--- config.mk ---
export PLATFORM = sky130hd
export DESIGN_NAME = bringup_seq
export DESIGN_NICKNAME = d
export VERILOG_FILES = /design/src/rtl/bringup_pkg.sv /design/src/rtl/bringup_rst_ctl.sv /design/src/rtl/bringup_pll_dom.sv /design/src/rtl/bringup_regs.sv /design/src/rtl/bringup_seq.sv
export SDC_FILE = /design/constraint.sdc
export NUM_CORES = 1
export LEC_CHECK = 0
export CAP_MARGIN = 20
export CELL_PAD_IN_SITES_DETAIL_PLACEMENT = 1
export CELL_PAD_IN_SITES_GLOBAL_PLACEMENT = 1
export CORE_MARGIN = 3
export CORE_UTILIZATION = 40
export CTS_CLUSTER_SIZE = 14
export DETAILED_ROUTE_END_ITERATION = 7
export DONT_BUFFER_PORTS = 1
export GPL_TIMING_DRIVEN = 0
export PLACE_DENSITY = 0.78
export SYNTH_ARGS = -nofsm -noshare
export SYNTH_HDL_FRONTEND = slang
export SYNTH_SLANG_ARGS = --single-unit
--- constraint.sdc ---
create_clock -name clk -period 2.24 [get_ports clk]
set_clock_uncertainty 0.2 [all_clocks]
set_input_delay 0.336 -clock clk [delete_from_list [all_inputs] [get_ports clk]]
set_output_delay 0.336 -clock clk [all_outputs]
set_load 0.01 [all_outputs]
--- src/rtl/bringup_pkg.sv ---
package bringup_pkg;

  localparam int unsigned A_PLL  = 0;
  localparam int unsigned A_DOM  = 1;
  localparam int unsigned A_FE   = 2;
  localparam int unsigned A_EXT  = 3;
  localparam int unsigned A_STAT = 4;
  localparam int unsigned A_CLK  = 5;
  localparam int unsigned A_PAD  = 6;

  typedef enum logic {DIV_HELD = 1'b0, DIV_RUN = 1'b1} div_state_e;

  // Divider may start only with the PLL powered and lock observed.
  function automatic logic release_allowed(input logic pll_on, input logic lock_s);
    return pll_on & lock_s;
  endfunction

  // One-hot reset cause; power-up outranks power-good loss, which outranks watchdog.
  function automatic logic [2:0] cause_code(input logic por, input logic pg_lost,
                                            input logic wdt);
    if (por)          return 3'b001;
    else if (pg_lost) return 3'b010;
    else if (wdt)     return 3'b100;
    else              return 3'b000;
  endfunction

endpackage

--- src/rtl/bringup_rst_ctl.sv ---
module bringup_rst_ctl
  import bringup_pkg::*;
#(
  parameter int unsigned SYNC_STAGES = 2,
  parameter int unsigned POR_HOLD    = 8,
  parameter int unsigned REL_DELAY   = 4
) (
  input  logic       clk,
  input  logic       por_n,
  input  logic       pgood,
  input  logic       wdt_expire,
  output logic       arst_n,
  output logic       master_pll_rst,
  output logic       sys_rst,
  output logic       proc_rst_n,
  output logic [2:0] cause
);
  localparam int unsigned PW = $clog2(POR_HOLD + 1);
  localparam int unsigned RW = $clog2(REL_DELAY + 1);

  logic [SYNC_STAGES-1:0] por_sync;
  logic [SYNC_STAGES-1:0] pg_sync;
  logic [PW-1:0]          por_cnt;
  logic [RW-1:0]          rel_cnt;
  logic                   pg_lost;
  logic                   soft_rst;

  always_ff @(posedge clk or negedge por_n)
    if (!por_n) por_sync <= '0;
    else        por_sync <= {por_sync[SYNC_STAGES-2:0], 1'b1};

  always_ff @(posedge clk or negedge por_n)
    if (!por_n) pg_sync <= '1;
    else        pg_sync <= {pg_sync[SYNC_STAGES-2:0], pgood};

  assign arst_n  = por_sync[SYNC_STAGES-1];
  assign pg_lost = !pg_sync[SYNC_STAGES-1];

  // Master PLL held for POR_HOLD clocks after power-up only.
  always_ff @(posedge clk or negedge por_n)
    if (!por_n)                       por_cnt <= '0;
    else if (por_cnt != PW'(POR_HOLD)) por_cnt <= por_cnt + 1'b1;

  assign master_pll_rst = (por_cnt != PW'(POR_HOLD));
  assign soft_rst       = pg_lost | wdt_expire;
  assign sys_rst        = master_pll_rst | soft_rst;

  // Processor domain is released automatically after a quiet window.
  always_ff @(posedge clk or negedge por_n)
    if (!por_n)                         rel_cnt <= '0;
    else if (sys_rst)                   rel_cnt <= '0;
    else if (rel_cnt != RW'(REL_DELAY)) rel_cnt <= rel_cnt + 1'b1;

  assign proc_rst_n = (rel_cnt == RW'(REL_DELAY));

  always_ff @(posedge clk or negedge por_n)
    if (!por_n)        cause <= cause_code(1'b1, 1'b0, 1'b0);
    else if (soft_rst) cause <= cause_code(1'b0, pg_lost, wdt_expire);

  assert_proc_held_R1: assert property (@(posedge clk) disable iff (!arst_n)
    master_pll_rst |-> !proc_rst_n);
  assert_soft_holds_proc_R2: assert property (@(posedge clk) disable iff (!arst_n)
    soft_rst |=> !proc_rst_n);
  assert_cause_onehot_R11: assert property (@(posedge clk) disable iff (!arst_n)
    $countones(cause) == 1);
  assert_pg_cause_R11: assert property (@(posedge clk) disable iff (!arst_n)
    pg_lost |=> cause == 3'b010);
  assert_wdt_cause_R11: assert property (@(posedge clk) disable iff (!arst_n)
    (wdt_expire && !pg_lost) |=> cause == 3'b100);
  assert_release_R3: assert property (@(posedge clk) disable iff (!arst_n)
    $rose(proc_rst_n) |-> !sys_rst && $past(!sys_rst));

endmodule

--- src/rtl/bringup_pll_dom.sv ---
module bringup_pll_dom
  import bringup_pkg::*;
#(
  parameter int unsigned SYNC_STAGES = 2,
  parameter int unsigned N_DCLK      = 3
) (
  input  logic              clk,
  input  logic              arst_n,
  input  logic              sys_rst,
  input  logic              pll_on,
  input  logic              req_vld,
  input  logic              req_on,
  input  logic              req_rel,
  input  logic              pll_lock,
  output logic              pll_pd,
  output logic              div_rst,
  output logic [N_DCLK-1:0] dclk_en,
  output logic              running,
  output logic              lock_s,
  output logic              lock_err
);
  logic [SYNC_STAGES-1:0] lock_sync;
  div_state_e             state, state_nxt;
  logic                   rel_ok;
  logic                   rel_reject;

  always_ff @(posedge clk or negedge arst_n)
    if (!arst_n) lock_sync <= '0;
    else         lock_sync <= {lock_sync[SYNC_STAGES-2:0], pll_lock};

  assign lock_s     = lock_sync[SYNC_STAGES-1];
  assign running    = (state == DIV_RUN);
  assign rel_ok     = release_allowed(pll_on & req_on, lock_s);
  assign rel_reject = req_vld && req_rel && !running && !rel_ok;

  always_comb begin
    state_nxt = state;
    case (state)
      DIV_HELD: if (req_vld && req_rel && rel_ok) state_nxt = DIV_RUN;
      DIV_RUN:  if (!pll_on || !lock_s || (req_vld && (!req_rel || !req_on)))
                  state_nxt = DIV_HELD;
      default:  state_nxt = DIV_HELD;
    endcase
  end

  always_ff @(posedge clk or negedge arst_n)
    if (!arst_n) begin
      state    <= DIV_HELD;
      lock_err <= 1'b0;
    end else if (sys_rst) begin
      state    <= DIV_HELD;
      lock_err <= 1'b0;
    end else begin
      state <= state_nxt;
      if (rel_reject) lock_err <= 1'b1;
    end

  assign pll_pd  = !pll_on;
  assign div_rst = !running;

  for (genvar g = 0; g < N_DCLK; g++) begin : g_dclk
    assign dclk_en[g] = running;
  end

  assert_run_powered_R6: assert property (@(posedge clk) disable iff (!arst_n)
    running |-> !pll_pd);
  assert_run_after_lock_R7: assert property (@(posedge clk) disable iff (!arst_n)
    $rose(running) |-> $past(lock_s));
  assert_reject_R8: assert property (@(posedge clk) disable iff (!arst_n)
    (rel_reject && !sys_rst) |=> !running && lock_err);
  assert_err_sticky_R8: assert property (@(posedge clk) disable iff (!arst_n)
    (lock_err && !sys_rst) |=> lock_err);
  assert_lock_drop_R9: assert property (@(posedge clk) disable iff (!arst_n)
    (running && !lock_s) |=> !running && !pll_pd);

endmodule

--- src/rtl/bringup_regs.sv ---
module bringup_regs
  import bringup_pkg::*;
#(
  parameter int unsigned ADDR_W = 3,
  parameter int unsigned DATA_W = 8,
  parameter int unsigned N_DOM  = 4,
  parameter int unsigned N_FE   = 3,
  parameter int unsigned N_EXT  = 2,
  parameter int unsigned N_GPIO = 6
) (
  input  logic              clk,
  input  logic              arst_n,
  input  logic              sys_rst,
  input  logic              wr_allow,
  input  logic              wr_en,
  input  logic [ADDR_W-1:0] wr_addr,
  input  logic [DATA_W-1:0] wr_data,
  input  logic [ADDR_W-1:0] rd_addr,
  input  logic [2:0]        cause,
  input  logic              lock_err,
  input  logic              lock_s,
  input  logic              running,
  output logic              pll_on,
  output logic              req_vld,
  output logic              req_on,
  output logic              req_rel,
  output logic [N_DOM-1:0]  dom_rel,
  output logic [N_FE-1:0]   fe_en,
  output logic [N_EXT-1:0]  ext_rel,
  output logic [1:0]        clk_cfg,
  output logic [N_GPIO+1:0] pad_ctl,
  output logic [DATA_W-1:0] rd_data
);
  logic we;

  assign we      = wr_en && wr_allow;
  assign req_vld = we && (wr_addr == ADDR_W'(A_PLL));
  assign req_on  = wr_data[0];
  assign req_rel = wr_data[1];

  always_ff @(posedge clk or negedge arst_n)
    if (!arst_n) begin
      pll_on  <= 1'b0;
      dom_rel <= '0;
      fe_en   <= '0;
      ext_rel <= '0;
      clk_cfg <= '0;
      pad_ctl <= '0;
    end else if (sys_rst) begin
      pll_on  <= 1'b0;
      dom_rel <= '0;
      fe_en   <= '0;
      ext_rel <= '0;
      clk_cfg <= '0;
      pad_ctl <= '0;
    end else if (we) begin
      case (wr_addr)
        ADDR_W'(A_PLL): pll_on  <= wr_data[0];
        ADDR_W'(A_DOM): dom_rel <= wr_data[N_DOM-1:0];
        ADDR_W'(A_FE):  fe_en   <= wr_data[N_FE-1:0];
        ADDR_W'(A_EXT): ext_rel <= wr_data[N_EXT-1:0];
        ADDR_W'(A_CLK): clk_cfg <= wr_data[1:0];
        ADDR_W'(A_PAD): pad_ctl <= wr_data[N_GPIO+1:0];
        default: ;
      endcase
    end

  always_ff @(posedge clk or negedge arst_n)
    if (!arst_n) rd_data <= '0;
    else begin
      case (rd_addr)
        ADDR_W'(A_PLL):  rd_data <= DATA_W'({running, pll_on});
        ADDR_W'(A_DOM):  rd_data <= DATA_W'(dom_rel);
        ADDR_W'(A_FE):   rd_data <= DATA_W'(fe_en);
        ADDR_W'(A_EXT):  rd_data <= DATA_W'(ext_rel);
        ADDR_W'(A_STAT): rd_data <= DATA_W'({lock_s, lock_err, cause});
        ADDR_W'(A_CLK):  rd_data <= DATA_W'(clk_cfg);
        ADDR_W'(A_PAD):  rd_data <= DATA_W'(pad_ctl);
        default:         rd_data <= '0;
      endcase
    end

  assert_soft_clear_R3: assert property (@(posedge clk) disable iff (!arst_n)
    sys_rst |=> (dom_rel == '0) && (ext_rel == '0) && (fe_en == '0) && (pad_ctl == '0)
                && (clk_cfg == '0) && !pll_on);
  assert_locked_out_R10: assert property (@(posedge clk) disable iff (!arst_n)
    (wr_en && !wr_allow && !sys_rst) |=> $stable(dom_rel) && $stable(ext_rel)
                && $stable(fe_en) && $stable(pad_ctl) && $stable(pll_on));

endmodule

--- src/rtl/bringup_seq.sv ---
module bringup_seq
  import bringup_pkg::*;
#(
  parameter int unsigned SYNC_STAGES = 2,
  parameter int unsigned POR_HOLD    = 8,
  parameter int unsigned REL_DELAY   = 4,
  parameter int unsigned ADDR_W      = 3,
  parameter int unsigned DATA_W      = 8,
  parameter int unsigned N_DOM       = 4,
  parameter int unsigned N_FE        = 3,
  parameter int unsigned N_DCLK      = 3,
  parameter int unsigned N_EXT       = 2,
  parameter int unsigned N_GPIO      = 6
) (
  input  logic              clk,
  input  logic              por_n,
  input  logic              pgood,
  input  logic              wdt_expire,
  input  logic              pll_lock,
  input  logic              wr_en,
  input  logic [ADDR_W-1:0] wr_addr,
  input  logic [DATA_W-1:0] wr_data,
  input  logic [ADDR_W-1:0] rd_addr,
  output logic [DATA_W-1:0] rd_data,
  output logic              master_pll_rst,
  output logic              proc_rst_n,
  output logic [N_DOM-1:0]  dom_rst_n,
  output logic [N_FE-1:0]   fe_clk_en,
  output logic              proc_clk_full,
  output logic              low_power,
  output logic              pll2_pd,
  output logic              div_rst,
  output logic [N_DCLK-1:0] dclk_en,
  output logic [N_EXT-1:0]  ext_rst_n,
  output logic [N_GPIO-1:0] gpio_oe,
  output logic              disp_en_oe,
  output logic              disp_force_low
);
  logic              arst_n, sys_rst;
  logic [2:0]        cause;
  logic              pll_on, req_vld, req_on, req_rel;
  logic              running, lock_s, lock_err;
  logic [N_DOM-1:0]  dom_rel;
  logic [N_EXT-1:0]  ext_rel;
  logic [1:0]        clk_cfg;
  logic [N_GPIO+1:0] pad_ctl;

  bringup_rst_ctl #(
    .SYNC_STAGES(SYNC_STAGES), .POR_HOLD(POR_HOLD), .REL_DELAY(REL_DELAY)
  ) u_rst (
    .clk(clk), .por_n(por_n), .pgood(pgood), .wdt_expire(wdt_expire),
    .arst_n(arst_n), .master_pll_rst(master_pll_rst), .sys_rst(sys_rst),
    .proc_rst_n(proc_rst_n), .cause(cause)
  );

  bringup_regs #(
    .ADDR_W(ADDR_W), .DATA_W(DATA_W), .N_DOM(N_DOM), .N_FE(N_FE),
    .N_EXT(N_EXT), .N_GPIO(N_GPIO)
  ) u_regs (
    .clk(clk), .arst_n(arst_n), .sys_rst(sys_rst), .wr_allow(proc_rst_n),
    .wr_en(wr_en), .wr_addr(wr_addr), .wr_data(wr_data), .rd_addr(rd_addr),
    .cause(cause), .lock_err(lock_err), .lock_s(lock_s), .running(running),
    .pll_on(pll_on), .req_vld(req_vld), .req_on(req_on), .req_rel(req_rel),
    .dom_rel(dom_rel), .fe_en(fe_clk_en), .ext_rel(ext_rel), .clk_cfg(clk_cfg),
    .pad_ctl(pad_ctl), .rd_data(rd_data)
  );

  bringup_pll_dom #(
    .SYNC_STAGES(SYNC_STAGES), .N_DCLK(N_DCLK)
  ) u_pll (
    .clk(clk), .arst_n(arst_n), .sys_rst(sys_rst), .pll_on(pll_on),
    .req_vld(req_vld), .req_on(req_on), .req_rel(req_rel), .pll_lock(pll_lock),
    .pll_pd(pll2_pd), .div_rst(div_rst), .dclk_en(dclk_en), .running(running),
    .lock_s(lock_s), .lock_err(lock_err)
  );

  assign dom_rst_n      = dom_rel;
  assign ext_rst_n      = ext_rel;
  assign proc_clk_full  = !clk_cfg[0];
  assign low_power      = clk_cfg[1];
  assign gpio_oe        = pad_ctl[N_GPIO-1:0];
  assign disp_en_oe     = pad_ctl[N_GPIO];
  assign disp_force_low = !pad_ctl[N_GPIO+1];

  assert_master_por_only_R2: assert property (@(posedge clk) disable iff (!arst_n)
    $rose(master_pll_rst) |-> 1'b0);
  assert_ext_needs_proc_R3: assert property (@(posedge clk) disable iff (!arst_n)
    !proc_rst_n |=> (ext_rst_n == '0) || $past(proc_rst_n) == 1'b0 && $stable(ext_rst_n));

endmodule

==> results of run 1 <==
[final cells by class]
type / instances / area (um^2)
Tap cell: 70 / 87.58
Fill cell: 597 / 2711
Inverter: 10 / 37.54
Clock inverter: 1 / 5.005
Timing Repair Buffer: 12 / 125.1
Buffer: 22 / 140.1
Multi-Input combinational cell: 136 / 857.1
Sequential cell: 46 / 1155
Clock buffer: 7 / 86.33
[power groups by stage]
stage          clock (mW)  combinational [mW]  sequential [mW]
2_1_floorplan           0              0.0518            0.873
3_3_place_gp            0              0.0652            0.878
3_5_place_dp            0              0.0737            0.875
4_1_cts             0.548              0.0989            0.859
5_1_grt             0.576               0.109            0.862
6_report            0.531              0.0985            0.858
[logic make-up after synthesis]
kind of cell,Yosys count
flip-flops,46
AO/OA/AOI/OAI,55
other,1
XOR/XNOR,4
AND/OR/NAND/NOR,66
buffers and inverters,32
multiplexers,6
adder cells (fa/ha/maj),4
[routing by layer]
layer / share of wire, % / wire length, um
met1: 42 / 2594
met2: 51 / 3092
met3: 4.8 / 296
met4: 2.1 / 129
met5: 0 / 0
[per-stage QoR]
| step | hold slack [ns] | cell area (um^2) | setup slack (ns) | util [%] | total power [mW] |
|---|---|---|---|---|---|
| after detailed placement | -0.1592 | 2292 | 0.2395 | 44.04 | 0.9491 |
| final | 0.06249 | 2494 | 0.1882 | 47.91 | 1.488 |
| after global placement | -0.1593 | 2277 | 0.3278 | 43.75 | 0.9437 |
| after CTS | 0.05950 | 2494 | 0.2424 | 47.91 | 1.506 |
| after global routing | 0.08109 | 2494 | 0.04331 | 47.91 | 1.547 |
| after floorplan | -0.1596 | 2190 | 0.4494 | - | 0.9246 |
[worst max-delay path, stage by stage, from the launching register on]
cell                       delay, ns
sky130_fd_sc_hd__dfrtp_1        0.41
sky130_fd_sc_hd__inv_1          0.10
sky130_fd_sc_hd__ha_1           0.20
sky130_fd_sc_hd__nand3b_4       0.15
sky130_fd_sc_hd__or3b_1         0.45
sky130_fd_sc_hd__buf_6          0.16
sky130_fd_sc_hd__buf_6          0.15
sky130_fd_sc_hd__a21oi_1        0.14
[registers in the layout (all words and copies together) (netlist names)]
register and cells:
u_rst.por_cnt 4, u_regs.fe_en 3, u_rst.por_sync 2, u_pll.lock_sync 2
u_pll.running 1, u_regs.rd_data 8, u_rst.rel_cnt 3, u_pll.lock_err 1
u_regs.ext_rel 2, u_regs.pll_on 1, u_regs.pad_ctl 8, u_rst.cause 3
u_regs.clk_cfg 2, u_regs.dom_rel 4, u_rst.pg_sync 2
[worst min path at each step]
stage / from / endpoint / slack [ns] / cells after the start
floorplan: por_n / u_rst.cause[1] / -0.16 / 0
global placement: por_n / u_rst.por_cnt[3] / -0.16 / 0
detailed placement: por_n / u_rst.por_cnt[3] / -0.16 / 0
CTS: wr_addr[1] / u_regs.pll_on / 0.06 / 3
global route: wr_addr[1] / u_regs.pll_on / 0.08 / 3
finish: rd_addr[1] / u_regs.rd_data[0] / 0.06 / 3
[cell usage in the layout, fill, tap and decap left out, drive strengths merged, types with 6 or more instances in the layout]
cell and instances:
inv 10, nor2 6, nand3 27, dlygate4sd3 11, clkbuf 14, dfrtp 43
a21oi 23, buf 16, o21ai 24, nand3b 6
==> results by stage, run 1 <==
Status:
- The flow ran to the end, and the final reports show no timing, DRC or antenna violations.

GRT:
- The first global-routing pass estimated 9.825 mm of wire.
- The met1 usage in global routing is 26.28%.
- The number of antenna violations at the first check in global routing is 0.
- The overall fraction of global-route tracks in use is 20.76%.
- For this run, global-route usage on met3 was measured as 4.515%.
- The via count of the first global-routing pass is 1880.
- The global-route met2 utilization is 34.52%.
- The layer flagged by global routing as most heavily used is met2.
- Entering global routing, the biggest net connects 21 pins.
- The aggregate global routing overflow is 0.

Min path:
- The worst hold path belongs to the class in -> reg.

Die:
- The initial core utilization is 42.07%.
- The floorplan has 26 rows.
- Measured along the x axis, the die boundary spans 79.99 um.
- In this run the vertical extent of the chip is 79.99 um.
- The die covers 0.006398 mm^2.
- The top-level I/O count is 54.
- The core box area is 0.005205 mm^2.

Synthesis:
- The mean area per synthesized cell is 10.23 um^2.
- The number of synthesis warnings is 0.
- The multiplexer area fraction after synthesis is 3.371%.
- Of the synthesized area, sequential elements account for 52.74%.
- The cell with the most instances after synthesis is sky130_fd_sc_hd__dfrtp_1.
- By area the synthesized netlist is led by sky130_fd_sc_hd__dfrtp_1, sky130_fd_sc_hd__nand3_1, sky130_fd_sc_hd__o21ai_0.
- For this run, the leading register cell type out of synthesis is sky130_fd_sc_hd__dfrtp_1.
- The share of the synthesized netlist area taken by xor and xnor gates is 1.600%.
- The compound-gate portion of the synthesized area is 13.77%.
- The net count after synthesis is 238.
- The biggest area consumer among synthesized cells is sky130_fd_sc_hd__dfrtp_1.
- By count the netlist is led by sky130_fd_sc_hd__dfrtp_1, sky130_fd_sc_hd__nand3_1, sky130_fd_sc_hd__o21ai_0.
- Summed over its instances, the top area cell type makes up 49.14% of the synthesized netlist area.
- Summing the areas of all and, or, nand and nor instances in the mapped netlist gives 17.94% of the synthesized area.
- The fraction of registers with async set/reset is 100.0%.
- The post-synthesis instance total is 214.
- The number of enable flip-flop cells after synthesis is 0.
- The mapped cell area is 0.002190 mm^2.
- By area, the combinational part of the netlist is dominated by simple AND/OR/NAND/NOR gates.
- Counting distinct cell types in the post-synthesis netlist gives 41.
- The synthesized design contains 46 register bits.
- The adder-cell area share of the yosys netlist is 2.286%.

Setup path:
- The arrival time reported for the critical path endpoint is 2.08 ns.
- The most critical setup path has its startpoint at u_rst.por_cnt[0].
- Across all register-to-register paths, the minimum setup slack is 0.19 ns.
- Following the worst setup path forward leads to its endpoint at u_regs.dom_rel[3].
- The endpoint identified for the worst register-to-register timing path is u_regs.dom_rel[3].
- The critical path capture point type is a flop.
- The worst setup path is launched from a flop.
- The biggest fanout along the worst timing path is 10.
- The critical path is of the reg -> reg type.
- At the worst endpoint, the required time is 2.27 ns.
- The worst reg-to-reg path cell count is 7.
- In this run the critical register-to-register path is launched from u_rst.por_cnt[0].

Detailed routing:
- The average via count per standard cell is 5.655.
- Once detail routing completed, the nets flagged for antenna violations numbered 0.
- The detailed-routing iteration count for the pre-antenna-repair pass is 4.
- The initial DRC count is 102.
- The count of vias placed by the detailed router is 1719.
- In the routed design, unresolved DRC markers number 0.
- The overall routed net length is 6.112 mm.
- The average wire length per cell after detail routing is 20.11 um.

Power and ir drop:
- The internal power is 1.134 mW.
- Dividing total power by cell area gives a power density of 596.7 mW/mm^2.
- The peak supply drop is 0.0002932 V.
- Per report_power, the combinational group accounts for 6.6% of the total.
- The portion of total power attributed to the clock network is 35.7%.
- The fraction of power spent switching nets is 23.79%.
- Of the total power, registers draw 57.7%.
- The analysis attributes to cell leakage a power of 1.073 nW.
- The net switching power figure is 0.3540 mW.

Cells and area:
- The finished layout holds 304 standard cells, fillers aside.
- Compared with the post-synthesis result, the final layout area differs by 13.89%.
- Cells with a size suffix above 1 make up 13.68% of the layout.
- The antenna cell count is 0.
- The number of nets in the layout is 257.

Timing:
- The number of hold-slack violations in the final timing report is 0.
- Based on the critical path, the design can be clocked at up to 0.4874 GHz.
- The worst-margin pin slew is 0.8804 ns.
- The aggregate negative setup slack is 0 ns.
- Setup repair after global routing left no endpoint under its margin.
- The final-report setup violation count is 0.
- The number of pins exceeding their max-slew limit in the final report is 0.
- The worst path needs 2.052 ns of the cycle, external delays included.
- Measured against its own limit, the worst slew margin works out to 41.31%.
- The post-route fraction of the period consumed by the critical path is 91.60%.

Clocking:
- TritonCTS built the clock tree.
- Clock-pin slew was measured on the worst setup and hold paths at 0.08 ns.
- The count of hold buffers inserted by post-cts repair is 11.
- The clock root buffer is sky130_fd_sc_hd__clkbuf_8.
- The number of buffers between clock root and the deepest sink is 2.
- The clock reaches the later pin of the worst-skew pair after 0.31 ns.
- The number of resized instances in the post-cts repair step is 0.
- The number of setup buffers added after CTS is 0.
- The number of sinks driven by the clock tree is 46.
- The clock buffer count from CTS is 5.
- The number of H-tree levels is 2.

Placed design:
- The count of port buffers added during placement is 0.
- At the end of routability-driven placement, the weighted congestion stood at 0.7673.
- The total placed cells including tap cells is 285.
- Summed over all nets, the half-perimeter wirelength after detailed placement is 4.213 mm.

Flow run:
- Max-cap violations in this run came to 0.
Note: power is estimated with default switching activity, not from simulation.
==> run 2, diff against run 1 <==
- CORE_UTILIZATION: 40 -> 30
- PLACE_DENSITY: 0.78 -> 0.64
- clock period: 2.24 -> 2.1 ns (I/O delays scaled with it)
==> run 2 against run 1 <==
Against the previous run: first-iteration DRC count fell by 31%; critical endpoint is now u_regs.fe_en[2]; register-to-register slack got worse by 0.10 ns; maximum frequency up 1.9%; total power grew 5.9%.
==> results by stage, run 2 (synthesis gave the netlist of run 1 again) <==
Power and ir drop:
- The power per cell area was 623.3 mW/mm^2 (+4.5%).
- The fraction of power spent switching nets is 25.25% (+1.5 points).
- The net switching power figure is 0.3981 mW (+12%).
- The portion of total power attributed to the clock network is 35.3% (-0.4 points).
- The leakage power came to 1.072 nW (-0.15%).
- The combinational group share of total power is 6.6% (about the same).
- The peak supply drop is 0.0002412 V (-18%).
- The internal power is 1.178 mW (+3.9%).
- The proportion of power drawn by flip-flops and latches was 58.0% (+0.3 points).
- The overall power after layout is 1.576 mW (+5.9%).

Detailed routing:
- The final routed DRC violation total is 0 (unchanged).
- The overall routed net length came to 5.913 mm (-3.3%).
- The initial DRC count came to 70 (-31%).
- The average via count per standard cell is 5.039 (-11%).
- The number of nets still failing antenna checks after routing was 0 (unchanged).
- The average wire length per cell after detail routing is 17.92 um (-11%).
- The detailed-routing iteration count for the pre-antenna-repair pass is 6 (+2).
- The count of vias placed by the detailed router is 1663 (-3.3%).

Die:
- The site row count was 30 (+15%).
- The initial core utilization was 31.53% (-11 points).
- The die span in y was 91.43 um (+14%).
- The overall die area is 0.008359 mm^2 (+31%).
- The top-level I/O count came to 54 (unchanged).
- The core box area came to 0.006944 mm^2 (+33%).
- The die extent in x came to 91.43 um (+14%).

Setup path:
- The arrival time reported for the critical path endpoint came to 2.04 ns (-0.04 ns).
- The data required time at the worst endpoint is 2.13 ns (-0.14 ns).
- The worst setup path is launched from a flop.
- The critical path in this run is classified as reg -> reg.
- The biggest fanout along the worst timing path is 10 (unchanged).
- The worst setup path is captured at a flop.

Clocking:
- The TritonCTS clock tree is built.
- The number of H-tree levels came to 2 (unchanged).
- The clock buffer count from CTS came to 5 (unchanged).
- CTS placed an instance of sky130_fd_sc_hd__clkbuf_8 at the clock tree root.
- The number of buffers between clock root and the deepest sink is 2 (unchanged).
- The clock transition time at the flip-flop clock pins of the worst setup and hold paths is 0.09 ns (about the same).
- The later-pin clock latency in the skew report is 0.31 ns (about the same).
- The number of sinks driven by the clock tree came to 46 (unchanged).

Placed design:
- The count of port buffers added during placement is 0 (unchanged).
- The final weighted congestion in routability-driven placement is 0.7672 (about the same).
- The worst setup slack before clock tree synthesis is 0.1403 ns (-0.09925 ns).
- The HPWL after detailed placement came to 4.252 mm (+0.93%).

Timing:
- The final hold slack is 0.03468 ns (-0.02781 ns).
- The timing-limited maximum frequency is 0.4969 GHz (+1.9%).
- The headroom to the max-slew limit is 41.76% (+0.46 points).
- The aggregate negative setup slack was 0 ns (unchanged).
- The final-report setup violation count is 0 (unchanged).
- Setup repair after global routing left no endpoint under its margin.
- The number of pins exceeding their max-slew limit in the final report is 0 (unchanged).
- The post-route minimum period is 2.013 ns (-0.03915 ns).
- The post-route worst setup slack is 0.08740 ns (-0.1008 ns).
- The post-route fraction of the period consumed by the critical path is 95.84% (+4.2 points).
- The number of hold-slack violations in the final timing report is 0 (unchanged).
- The worst-margin pin slew is 0.8735 ns (-0.006842 ns).

GRT:
- The number of antenna violations at the first check in global routing came to 0 (unchanged).
- The overall fraction of global-route tracks in use came to 15.10% (-5.7 points).
- The via count of the first global-routing pass is 1783 (-5.2%).
- The aggregate global routing overflow was 0 (unchanged).
- The pin count of the biggest net entering global routing was 21 (unchanged).
- The global-route wire length before repair is 9.791 mm (-0.35%).

Status:
- The run finished with clean final reports.

Cells and area:
- In the layout the commonest cells are sky130_fd_sc_hd__dfrtp_1, sky130_fd_sc_hd__nand3_1, sky130_fd_sc_hd__o21ai_0.
- The library cell used most frequently in the layout, excluding fill and tap cells, is sky130_fd_sc_hd__dfrtp_1.
- The fraction of final layout cells sized beyond drive strength 1 is 14.96% (+1.3 points).
- The antenna cell count is 0 (unchanged).
- The number of nets in the layout is 257 (unchanged).
- Compared with the post-synthesis result, the final layout area differs by 15.49%.
- In the final layout, the registers with the most flip-flops are u_regs.pad_ctl (8), u_regs.rd_data (8).

Flow run:
- The max-cap violation count is 0 (unchanged).

Min path:
- The worst min-delay path class is in -> reg.
## run 2: cell count changes in the layout (fill, tap and decap cells not counted), sizes merged
cell,before,now
clkbuf,14,12
clkinv,1,2
clkinvlp,0,1
## run 2: power groups by stage
stage | registers (mW) | clock network, mW | logic, mW
3_3_place_gp | 0.938 | 0 | 0.0700
3_5_place_dp | 0.934 | 0 | 0.0801
2_1_floorplan | 0.931 | 0 | 0.0553
4_1_cts | 0.916 | 0.582 | 0.106
6_report | 0.915 | 0.557 | 0.105
5_1_grt | 0.919 | 0.619 | 0.116
## run 2: timing repair
action	CTS	global route
hold buffers	11	0
setup buffers	0	0
hold endpoints to repair	34	0
endpoints found under the setup margin	0	9
resized for setup	0	3
## run 2: stage by stage
stage                     std cells  instance area, um^2  util (%)
after floorplan                 214                 2190         -
after global placement          310                 2310     33.26
after detailed placement        311                 2325     33.48
after CTS                       330                 2525     36.36
after global routing            330                 2529     36.41
final                           330                 2529     36.41
## run 2: path summary, 6_finish.rpt
path | from | to | slack, ns | depth (start not counted)
worst max-delay path | u_rst.por_cnt[0] | u_regs.fe_en[2] | 0.09 | 7
worst min-delay path | rd_addr[1] | u_regs.rd_data[0] | 0.03 | 3
worst max register to register | u_rst.por_cnt[0] | u_regs.fe_en[2] | 0.09 | 7
worst min register to register | u_rst.por_sync[0] | u_rst.por_sync[1] | 0.16 | 0
max in group asynchronous | u_rst.por_sync[1] | u_regs.fe_en[0] | 0.94 | 1
min in group asynchronous | u_rst.por_sync[1] | u_regs.pad_ctl[4] | 0.17 | 0
## run 2: routing by layer
| layer | GRT usage, % | vias up | part of all wire (%) |
|---|---|---|---|
| li1 | - | 778 | - |
| met1 | 18.52 | 823 | 43 |
| met2 | 24.83 | 48 | 48 |
| met3 | 3.728 | 14 | 5.5 |
| met4 | 6.910 | 0 | 2.8 |
| met5 | 0 | - | 0 |
## run 2: final cells by class
| cell class | count | area, um^2 |
|---|---|---|
| Buffer | 22 | 141.4 |
| Clock buffer | 5 | 68.82 |
| Clock inverter | 3 | 21.27 |
| Fill cell | 785 | 4415 |
| Inverter | 10 | 37.54 |
| Multi-Input combinational cell | 136 | 859.6 |
| Sequential cell | 46 | 1155 |
| Tap cell | 96 | 120.1 |
| Timing Repair Buffer | 12 | 125.1 |
## run 2: critical path, cell delays in order, from the launching register on
cell	delay, ns
sky130_fd_sc_hd__dfrtp_1	0.41
sky130_fd_sc_hd__inv_1	0.10
sky130_fd_sc_hd__ha_2	0.22
sky130_fd_sc_hd__nand3b_4	0.14
sky130_fd_sc_hd__or3b_1	0.42
sky130_fd_sc_hd__buf_6	0.15
sky130_fd_sc_hd__buf_6	0.14
sky130_fd_sc_hd__a21oi_1	0.14
